===== src/rtl/cw_pkg.sv =====
package cw_pkg;
  parameter int unsigned CH_W   = 8;
  parameter int unsigned FRAC_W = 5;
  parameter int unsigned BR_W   = 12;
  parameter int unsigned FREQ_W = 16;
  parameter int unsigned TIME_W = 16;
  localparam int unsigned MEAN_W = CH_W + FRAC_W;

  typedef struct packed {
    logic              vld;
    logic              layer;   // 0 background, 1 cache
    logic [MEAN_W-1:0] mr;
    logic [MEAN_W-1:0] mg;
    logic [MEAN_W-1:0] mb;
    logic [BR_W-1:0]   bmin;
    logic [BR_W-1:0]   bmax;
    logic [FREQ_W-1:0] freq;
    logic [TIME_W-1:0] run;
    logic [TIME_W-1:0] first;
    logic [TIME_W-1:0] last;
  } cw_t;

  localparam int unsigned CW_W = $bits(cw_t);

  typedef enum logic {MODE_BUILD = 1'b0, MODE_DETECT = 1'b1} mode_e;
endpackage


===== src/rtl/cw_select.sv =====
module cw_select
  import cw_pkg::*;
#(
  parameter int unsigned N_CW  = 5,
  parameter int unsigned IDX_W = 3
) (
  input  cw_t [N_CW-1:0]  cb_i,
  input  logic [N_CW-1:0] match_i,
  input  logic            mode_i,
  output logic            hit_o,
  output logic [IDX_W-1:0] idx_o,
  output logic            fg_o
);
  logic [N_CW-1:0]   elig;
  logic              bg_hit, free_found;
  logic [IDX_W-1:0]  best_idx, free_idx, old_idx;
  logic [FREQ_W-1:0] best_f;
  logic [TIME_W-1:0] old_t;

  always_comb begin
    bg_hit = 1'b0;
    for (int i = 0; i < N_CW; i++) begin
      elig[i] = match_i[i] & cb_i[i].vld & ((mode_i == MODE_DETECT) | ~cb_i[i].layer);
      if (elig[i] && !cb_i[i].layer) bg_hit = 1'b1;
    end
  end

  // highest count wins, strict compare keeps the lowest index on ties
  always_comb begin
    hit_o    = 1'b0;
    best_idx = '0;
    best_f   = '0;
    for (int i = 0; i < N_CW; i++) begin
      if (elig[i] && (!hit_o || cb_i[i].freq > best_f)) begin
        hit_o    = 1'b1;
        best_idx = IDX_W'(i);
        best_f   = cb_i[i].freq;
      end
    end
  end

  always_comb begin
    free_found = 1'b0;
    free_idx   = '0;
    old_idx    = '0;
    old_t      = cb_i[0].last;
    for (int i = 0; i < N_CW; i++) begin
      if (!cb_i[i].vld && !free_found) begin
        free_found = 1'b1;
        free_idx   = IDX_W'(i);
      end
    end
    for (int i = 1; i < N_CW; i++) begin
      if (cb_i[i].last < old_t) begin
        old_t   = cb_i[i].last;
        old_idx = IDX_W'(i);
      end
    end
  end

  assign idx_o = hit_o ? best_idx : (free_found ? free_idx : old_idx);
  assign fg_o  = ~bg_hit;
endmodule


===== src/rtl/cw_calc.sv =====
module cw_calc
  import cw_pkg::*;
(
  input  cw_t               rec_i,
  input  logic              hit_i,
  input  logic              mode_i,
  input  logic [CH_W-1:0]   red_i,
  input  logic [CH_W-1:0]   grn_i,
  input  logic [CH_W-1:0]   blu_i,
  input  logic [BR_W-1:0]   bri_i,
  input  logic [TIME_W-1:0] time_i,
  output cw_t               rec_o
);
  localparam int unsigned SH_W = $clog2(FREQ_W + 1);

  logic [FREQ_W-1:0] f_nxt;
  logic [SH_W-1:0]   sh;
  logic [TIME_W-1:0] gap;
  int                msb;

  function automatic logic [MEAN_W-1:0] blend(input logic [MEAN_W-1:0] m,
                                               input logic [CH_W-1:0] x,
                                               input logic [SH_W-1:0] k);
    logic signed [MEAN_W:0] d;
    logic signed [MEAN_W:0] s;
    d = $signed({1'b0, x, {FRAC_W{1'b0}}}) - $signed({1'b0, m});
    s = d >>> k;
    return m + s[MEAN_W-1:0];
  endfunction

  // shift = log2 of the power of two nearest the new count, midpoint rounds up
  always_comb begin
    f_nxt = (&rec_i.freq) ? rec_i.freq : rec_i.freq + 1'b1;
    msb   = 0;
    for (int b = 0; b < FREQ_W; b++) if (f_nxt[b]) msb = b;
    sh = SH_W'(msb);
    if (msb > 0) begin
      if (f_nxt[msb-1]) sh = SH_W'(msb + 1);
    end
  end

  assign gap = time_i - rec_i.last;

  always_comb begin
    if (hit_i) begin
      rec_o      = rec_i;
      rec_o.mr   = blend(rec_i.mr, red_i, sh);
      rec_o.mg   = blend(rec_i.mg, grn_i, sh);
      rec_o.mb   = blend(rec_i.mb, blu_i, sh);
      rec_o.bmin = (bri_i < rec_i.bmin) ? bri_i : rec_i.bmin;
      rec_o.bmax = (bri_i > rec_i.bmax) ? bri_i : rec_i.bmax;
      rec_o.freq = f_nxt;
      rec_o.run  = (gap > rec_i.run) ? gap : rec_i.run;
      rec_o.last = time_i;
    end else begin
      rec_o.vld   = 1'b1;
      rec_o.layer = mode_i;
      rec_o.mr    = {red_i, {FRAC_W{1'b0}}};
      rec_o.mg    = {grn_i, {FRAC_W{1'b0}}};
      rec_o.mb    = {blu_i, {FRAC_W{1'b0}}};
      rec_o.bmin  = bri_i;
      rec_o.bmax  = bri_i;
      rec_o.freq  = FREQ_W'(1);
      rec_o.run   = time_i - 1'b1;
      rec_o.first = time_i;
      rec_o.last  = time_i;
    end
  end
endmodule


===== src/rtl/cw_update.sv =====
module cw_update
  import cw_pkg::*;
#(
  parameter int unsigned N_CW = 5
) (
  input  logic                 clk_i,
  input  logic                 rst_ni,
  input  logic                 valid_i,
  input  logic                 mode_i,
  input  logic [N_CW-1:0]      match_i,
  input  logic [CH_W-1:0]      red_i,
  input  logic [CH_W-1:0]      grn_i,
  input  logic [CH_W-1:0]      blu_i,
  input  logic [BR_W-1:0]      bri_i,
  input  logic [TIME_W-1:0]    time_i,
  input  logic [N_CW*CW_W-1:0] cb_i,
  output logic                 valid_o,
  output logic                 fg_o,
  output logic [N_CW*CW_W-1:0] cb_o
);
  localparam int unsigned IDX_W = (N_CW > 1) ? $clog2(N_CW) : 1;

  // stage 1: capture
  logic              s1_vld, s1_mode;
  logic [N_CW-1:0]   s1_match;
  logic [CH_W-1:0]   s1_r, s1_g, s1_b;
  logic [BR_W-1:0]   s1_bri;
  logic [TIME_W-1:0] s1_t;
  cw_t [N_CW-1:0]    s1_cb;
  // stage 2: selection
  logic              s2_vld, s2_mode, s2_hit, s2_fg;
  logic [N_CW-1:0]   s2_match;
  logic [CH_W-1:0]   s2_r, s2_g, s2_b;
  logic [BR_W-1:0]   s2_bri;
  logic [TIME_W-1:0] s2_t;
  cw_t [N_CW-1:0]    s2_cb;
  logic [IDX_W-1:0]  s2_idx;
  // stage 3: new record
  logic              s3_vld, s3_hit, s3_fg;
  cw_t [N_CW-1:0]    s3_cb;
  logic [IDX_W-1:0]  s3_idx;
  cw_t               s3_rec;
  // stage 4: write back
  cw_t [N_CW-1:0]    out_cb, nxt_cb;
  logic [IDX_W-1:0]  out_idx;

  logic              sel_hit, sel_fg;
  logic [IDX_W-1:0]  sel_idx;
  cw_t               calc_rec;

  always_ff @(posedge clk_i or negedge rst_ni) begin
    if (!rst_ni) begin
      s1_vld <= 1'b0; s1_mode <= 1'b0; s1_match <= '0;
      s1_r <= '0; s1_g <= '0; s1_b <= '0; s1_bri <= '0; s1_t <= '0; s1_cb <= '0;
    end else begin
      s1_vld <= valid_i; s1_mode <= mode_i; s1_match <= match_i;
      s1_r <= red_i; s1_g <= grn_i; s1_b <= blu_i; s1_bri <= bri_i; s1_t <= time_i;
      s1_cb <= cb_i;
    end
  end

  cw_select #(.N_CW(N_CW), .IDX_W(IDX_W)) i_select (
    .cb_i(s1_cb), .match_i(s1_match), .mode_i(s1_mode),
    .hit_o(sel_hit), .idx_o(sel_idx), .fg_o(sel_fg)
  );

  always_ff @(posedge clk_i or negedge rst_ni) begin
    if (!rst_ni) begin
      s2_vld <= 1'b0; s2_mode <= 1'b0; s2_hit <= 1'b0; s2_fg <= 1'b0; s2_match <= '0;
      s2_r <= '0; s2_g <= '0; s2_b <= '0; s2_bri <= '0; s2_t <= '0; s2_cb <= '0;
      s2_idx <= '0;
    end else begin
      s2_vld <= s1_vld; s2_mode <= s1_mode; s2_hit <= sel_hit; s2_fg <= sel_fg;
      s2_match <= s1_match;
      s2_r <= s1_r; s2_g <= s1_g; s2_b <= s1_b; s2_bri <= s1_bri; s2_t <= s1_t;
      s2_cb <= s1_cb; s2_idx <= sel_idx;
    end
  end

  cw_calc i_calc (
    .rec_i(s2_cb[s2_idx]), .hit_i(s2_hit), .mode_i(s2_mode),
    .red_i(s2_r), .grn_i(s2_g), .blu_i(s2_b), .bri_i(s2_bri), .time_i(s2_t),
    .rec_o(calc_rec)
  );

  always_ff @(posedge clk_i or negedge rst_ni) begin
    if (!rst_ni) begin
      s3_vld <= 1'b0; s3_hit <= 1'b0; s3_fg <= 1'b0; s3_cb <= '0; s3_idx <= '0;
      s3_rec <= '0;
    end else begin
      s3_vld <= s2_vld; s3_hit <= s2_hit; s3_fg <= s2_fg; s3_cb <= s2_cb;
      s3_idx <= s2_idx; s3_rec <= calc_rec;
    end
  end

  always_comb begin
    nxt_cb         = s3_cb;
    nxt_cb[s3_idx] = s3_rec;
  end

  always_ff @(posedge clk_i or negedge rst_ni) begin
    if (!rst_ni) begin
      valid_o <= 1'b0; fg_o <= 1'b0; out_cb <= '0; out_idx <= '0;
    end else begin
      valid_o <= s3_vld; fg_o <= s3_fg; out_cb <= nxt_cb; out_idx <= s3_idx;
    end
  end

  assign cb_o = out_cb;

  p_latency_r1: assert property (@(posedge clk_i) disable iff (!rst_ni)
    valid_o |-> $past(valid_i, 4));

  p_sel_eligible_r2: assert property (@(posedge clk_i) disable iff (!rst_ni)
    s2_vld && s2_hit |-> s2_match[s2_idx] && s2_cb[s2_idx].vld);

  p_run_grows_r5: assert property (@(posedge clk_i) disable iff (!rst_ni)
    s3_vld && s3_hit |-> s3_rec.run >= $past(s2_cb[s2_idx].run) && s3_rec.last == $past(s2_t));

  p_new_init_r6: assert property (@(posedge clk_i) disable iff (!rst_ni)
    s3_vld && !s3_hit |-> s3_rec.vld && s3_rec.freq == FREQ_W'(1) && s3_rec.first == s3_rec.last);

  p_written_live_r7: assert property (@(posedge clk_i) disable iff (!rst_ni)
    valid_o |-> out_cb[out_idx].vld);

  p_bg_implies_hit_r8: assert property (@(posedge clk_i) disable iff (!rst_ni)
    s2_vld && !s2_fg |-> s2_hit);
endmodule


===== config.mk =====
export PLATFORM = sky130hd
export DESIGN_NAME = cw_update
export DESIGN_NICKNAME = d
export VERILOG_FILES = /design/src/rtl/cw_pkg.sv /design/src/rtl/cw_select.sv /design/src/rtl/cw_calc.sv /design/src/rtl/cw_update.sv
export SDC_FILE = /design/constraint.sdc
export NUM_CORES = 2
export LEC_CHECK = 0
export BUFFER_PORTS_ARGS = -buffer_cell sky130_fd_sc_hd__clkbuf_2
export CAP_MARGIN = 5
export CORE_MARGIN = 2
export CORE_UTILIZATION = 25
export DETAILED_ROUTE_END_ITERATION = 16
export GPL_TIMING_DRIVEN = 1
export PLACE_DENSITY_LB_ADDON = 0.05
export SYNTH_ARGS = -nofsm -noshare
export SYNTH_HDL_FRONTEND = slang
export SYNTH_SLANG_ARGS = --single-unit
export TNS_END_PERCENT = 10

===== constraint.sdc =====
create_clock -name clk_i -period 9.76 [get_ports clk_i]
set_input_delay 0 -clock clk_i [delete_from_list [all_inputs] [get_ports clk_i]]
set_output_delay 0 -clock clk_i [all_outputs]
set_load 0.05 [all_outputs]

==> impl_metrics.toml <==
[critical_path]
critPathMaxFanout = 5
critical_path_class = "flop to flop"
critPathSlowestCell = "or3_1"
startpoint_type = "flop"
cp_data_arrival_time_ns = 9.99
worst-r2r-setup-slack_ns = 0.56
reg2reg_depth = 66
crit_buf_inv = 6
timing.rr.end = "s2_idx[0]$_DFF_PN0_"
end_kind = "flop"
reg2reg_from = "s1_cb[128]$_DFF_PN0_"
worstPathRequired_ns = 10.56
path_depth = 66
cp_top_family = "compound AO/OA/AOI/OAI gates"
slowest_delay_ns = 0.38

[logic_synthesis]
synthMostInstantiatedCell = "dfrtp_1"
yosysTopAreaCell = "dfrtp_1"
yosys_warnings = 0
synth_area_per_cell_um2 = 15.4
syn-cell-area_mm2 = 0.0977
yosysUniqueCellTypes = 107
async_reset_ff_frac = 1.00
ys_seq_area_frac = 0.726
netlist.area_leader.share = 0.726
synth_fp_nets = 7280
synthTopCellsByArea = "dfrtp_1 73%, mux2_2 7.9%, ha_1 3.1%, mux2i_1 2.8%, a21oi_1 1.4%"
ys_ff_latch = 2834
postSynthCellCount = 6325
synth_ff_type = "dfrtp_1"
yosys-top-cells-count = "2834 x dfrtp_1, 688 x mux2_2, 288 x nor2_1"
synth_edf_count = 0

[die]
dieArea_mm2 = 0.396
design.core.area_mm2 = 0.389
die_x_um = 629
ioPinCount = 1353
rows = 229
initial_core_util = 0.251
die_h_um = 629

[grt]
grt_max_degree = 170
grt_pass1_vias = 71800
antenna_found_initial = 97
grt_pass1_wl_mm = 582
grt_overflow_total = 0
track_usage = 0.209

[placed_design]
post-place-ws_ns = -0.303
io_buffers = 1352
place_congestion = 0.849
place_area_mm2 = 0.113
place.detailed.hpwl_mm = 304

[route]
drt-initial-drc-count = 3605
drc = 0
via_per_inst = 4.28
vias = 64700
antenna_left = 0
wl_per_cell_um = 27.6
drtPass1Iterations = 5
wl_mm = 418

[timing]
setup_viol = 0
worst_slack_ns = 0.563
slew_viol_final = 0
period_needed_ns = 9.20
rsz0062_at_grt = "true"
fin_crit_sh = 0.942
fmax_ghz = 0.109
finClkSkew_ns = 0.0455
slew-limit-headroom = 0.271
worstMarginPinSlew_ns = 1.09
hold_viol = 0

[final_layout]
postLayoutCoreUtil = 0.359
layout-drive-gt1-share = 0.321
design_area_mm2 = 0.140
fillers = 38300
syn_to_final_growth_pct = 43.2
nets = 10600

[clocking]
ctsHtreeMaxLevel = 5
clockRootBuffer = "clkbuf_16"
cts_tree = "done"
clk_latency_ns = 0.94
clockBufferDepth = 4
cts_num_sinks = 2834
clk_pin_slew_ns = 0.06
numCtsBuffers = 337

[status]
status = "completed"

[min_path]
min_delay_worst_endpoint = "s1_cb[413]$_DFF_PN0_"
min_path_type = "input pin to flop"
min_from = "cb_i[413]"
holdPathStages = 3

[pwr]
ir_drop_uv = 173
leakage_nw = 62.9
p_per_area_mw_per_mm2 = 268

[flow_run]
drv_cap = 0
## area by class of cell
type | instances | area [um2] | area share
sequential | 2834 | 70900 | 0.507
clock buffer | 492 | 9720 | 0.0695
inverter | 156 | 597 | 0.00427
tap | 5197 | 6500 | 0.0465
multi-input combinational | 3095 | 25800 | 0.185
clock inverter | 107 | 1530 | 0.0109
antenna | 35 | 87.6 | 0.000626
timing repair buffer | 3196 | 24600 | 0.176
## logic make-up (layout without fill, tap and decap cells)
| group | Yosys count | in the layout | synth area share |
|---|---|---|---|
| AO/OA/AOI/OAI | 940 | 940 | 0.0641 |
| flip-flops | 2834 | 2834 | 0.726 |
| adder cells (fa/ha/maj) | 249 | 249 | 0.0322 |
| AND/OR/NAND/NOR | 824 | 824 | 0.0401 |
| multiplexers | 990 | 990 | 0.113 |
| other | 0 | 35 | 0 |
| buffers and inverters | 396 | 3951 | 0.0162 |
| XOR/XNOR | 92 | 92 | 0.00825 |
## placed cells by master, fill, tap and decap left out, types with 237 or more instances in the layout
| master | instances |
|---|---|
| dfrtp_1 | 2830 |
| dlygate4sd3_1 | 1410 |
| clkbuf_2 | 1351 |
| mux2_2 | 688 |
| buf_4 | 392 |
| clkbuf_16 | 340 |
| nor2_1 | 282 |
| mux2i_1 | 264 |
| a21oi_1 | 261 |
| ha_1 | 237 |
## worst min-delay path: cells and delay by family
kind | cells | cell delay [ns]
buffers and inverters | 3 | 1.14
## flip-flops by register name (all words and copies together), names as in the netlist, 5 cells and up
signal,cells
s2_r,8
s3_rec,129
s1_g,8
s1_t,16
s2_cb,645
s2_g,8
s1_b,8
s2_bri,12
s1_cb,645
s1_match,5
s1_bri,12
s2_t,16
cb_o,645
s1_r,8
s2_b,8
s3_cb,645
## layer usage
layer  part of all wire  up-vias  routed length (um)  global-route usage
met4              0.027       12               11100              0.0511
li1                   -    28700                   -                   -
met3              0.043      546               18100              0.0344
met1               0.43    33800              178000               0.267
met5            0.00019        -                  78                   0
met2               0.50     1637              211000               0.368
## worst max-delay path by stage
| stage | start | end | slack [ns] |
|---|---|---|---|
| 3_3_place_gp | s1_mode$_DFF_PN0_ | s2_idx[1]$_DFF_PN0_ | -0.46 |
| 3_5_place_dp | s2_idx[0]$_DFF_PN0_ | s3_rec[126]$_DFF_PN0_ | -0.30 |
| 2_1_floorplan | s2_idx[0]$_DFF_PN0_ | s3_rec[113]$_DFF_PN0_ | -0.1 |
| 6_report | s1_cb[128]$_DFF_PN0_ | s2_idx[0]$_DFF_PN0_ | 0.56 |
| 5_1_grt | s1_cb[128]$_DFF_PN0_ | s2_idx[1]$_DFF_PN0_ | -0.03 |
| 4_1_cts | s1_cb[128]$_DFF_PN0_ | s2_idx[1]$_DFF_PN0_ | -0.03 |
## power by group
part / internal (mW) / switching, mW
clock: 7.55 / 5.20
combinational: 3.95 / 7.04
sequential: 12.8 / 0.868
total: 24.3 / 13.1
## per-stage QoR
| stage | hold slack, ns | TNS, ns | power, mW | std cells |
|---|---|---|---|---|
| CTS | 0.119 | -0.0350 | 37.8 | 15000 |
| floorplan | -0.296 | -0.0966 | 19.5 | 6325 |
| finish | 0.233 | 0 | 37.4 | 15100 |
| global route | 0.184 | -0.0299 | 39.3 | 15100 |
| detailed placement | 0.0717 | -1.36 | 24.3 | 13000 |
| global placement | 0.0655 | -1.48 | 24.4 | 13000 |
## timing repair
| item | in CTS | in global routing |
|---|---|---|
| gates cloned | 0 | 3 |
| resized for setup | 28 | 131 |
| endpoints found under the hold margin | 1699 | 0 |
| hold buffers | 1411 | 0 |
| buffers inserted | 3 | 31 |
| setup endpoints to repair | 7 | 15 |
| pin swaps | 3 | 52 |
Power figures use the tool's default switching activity.
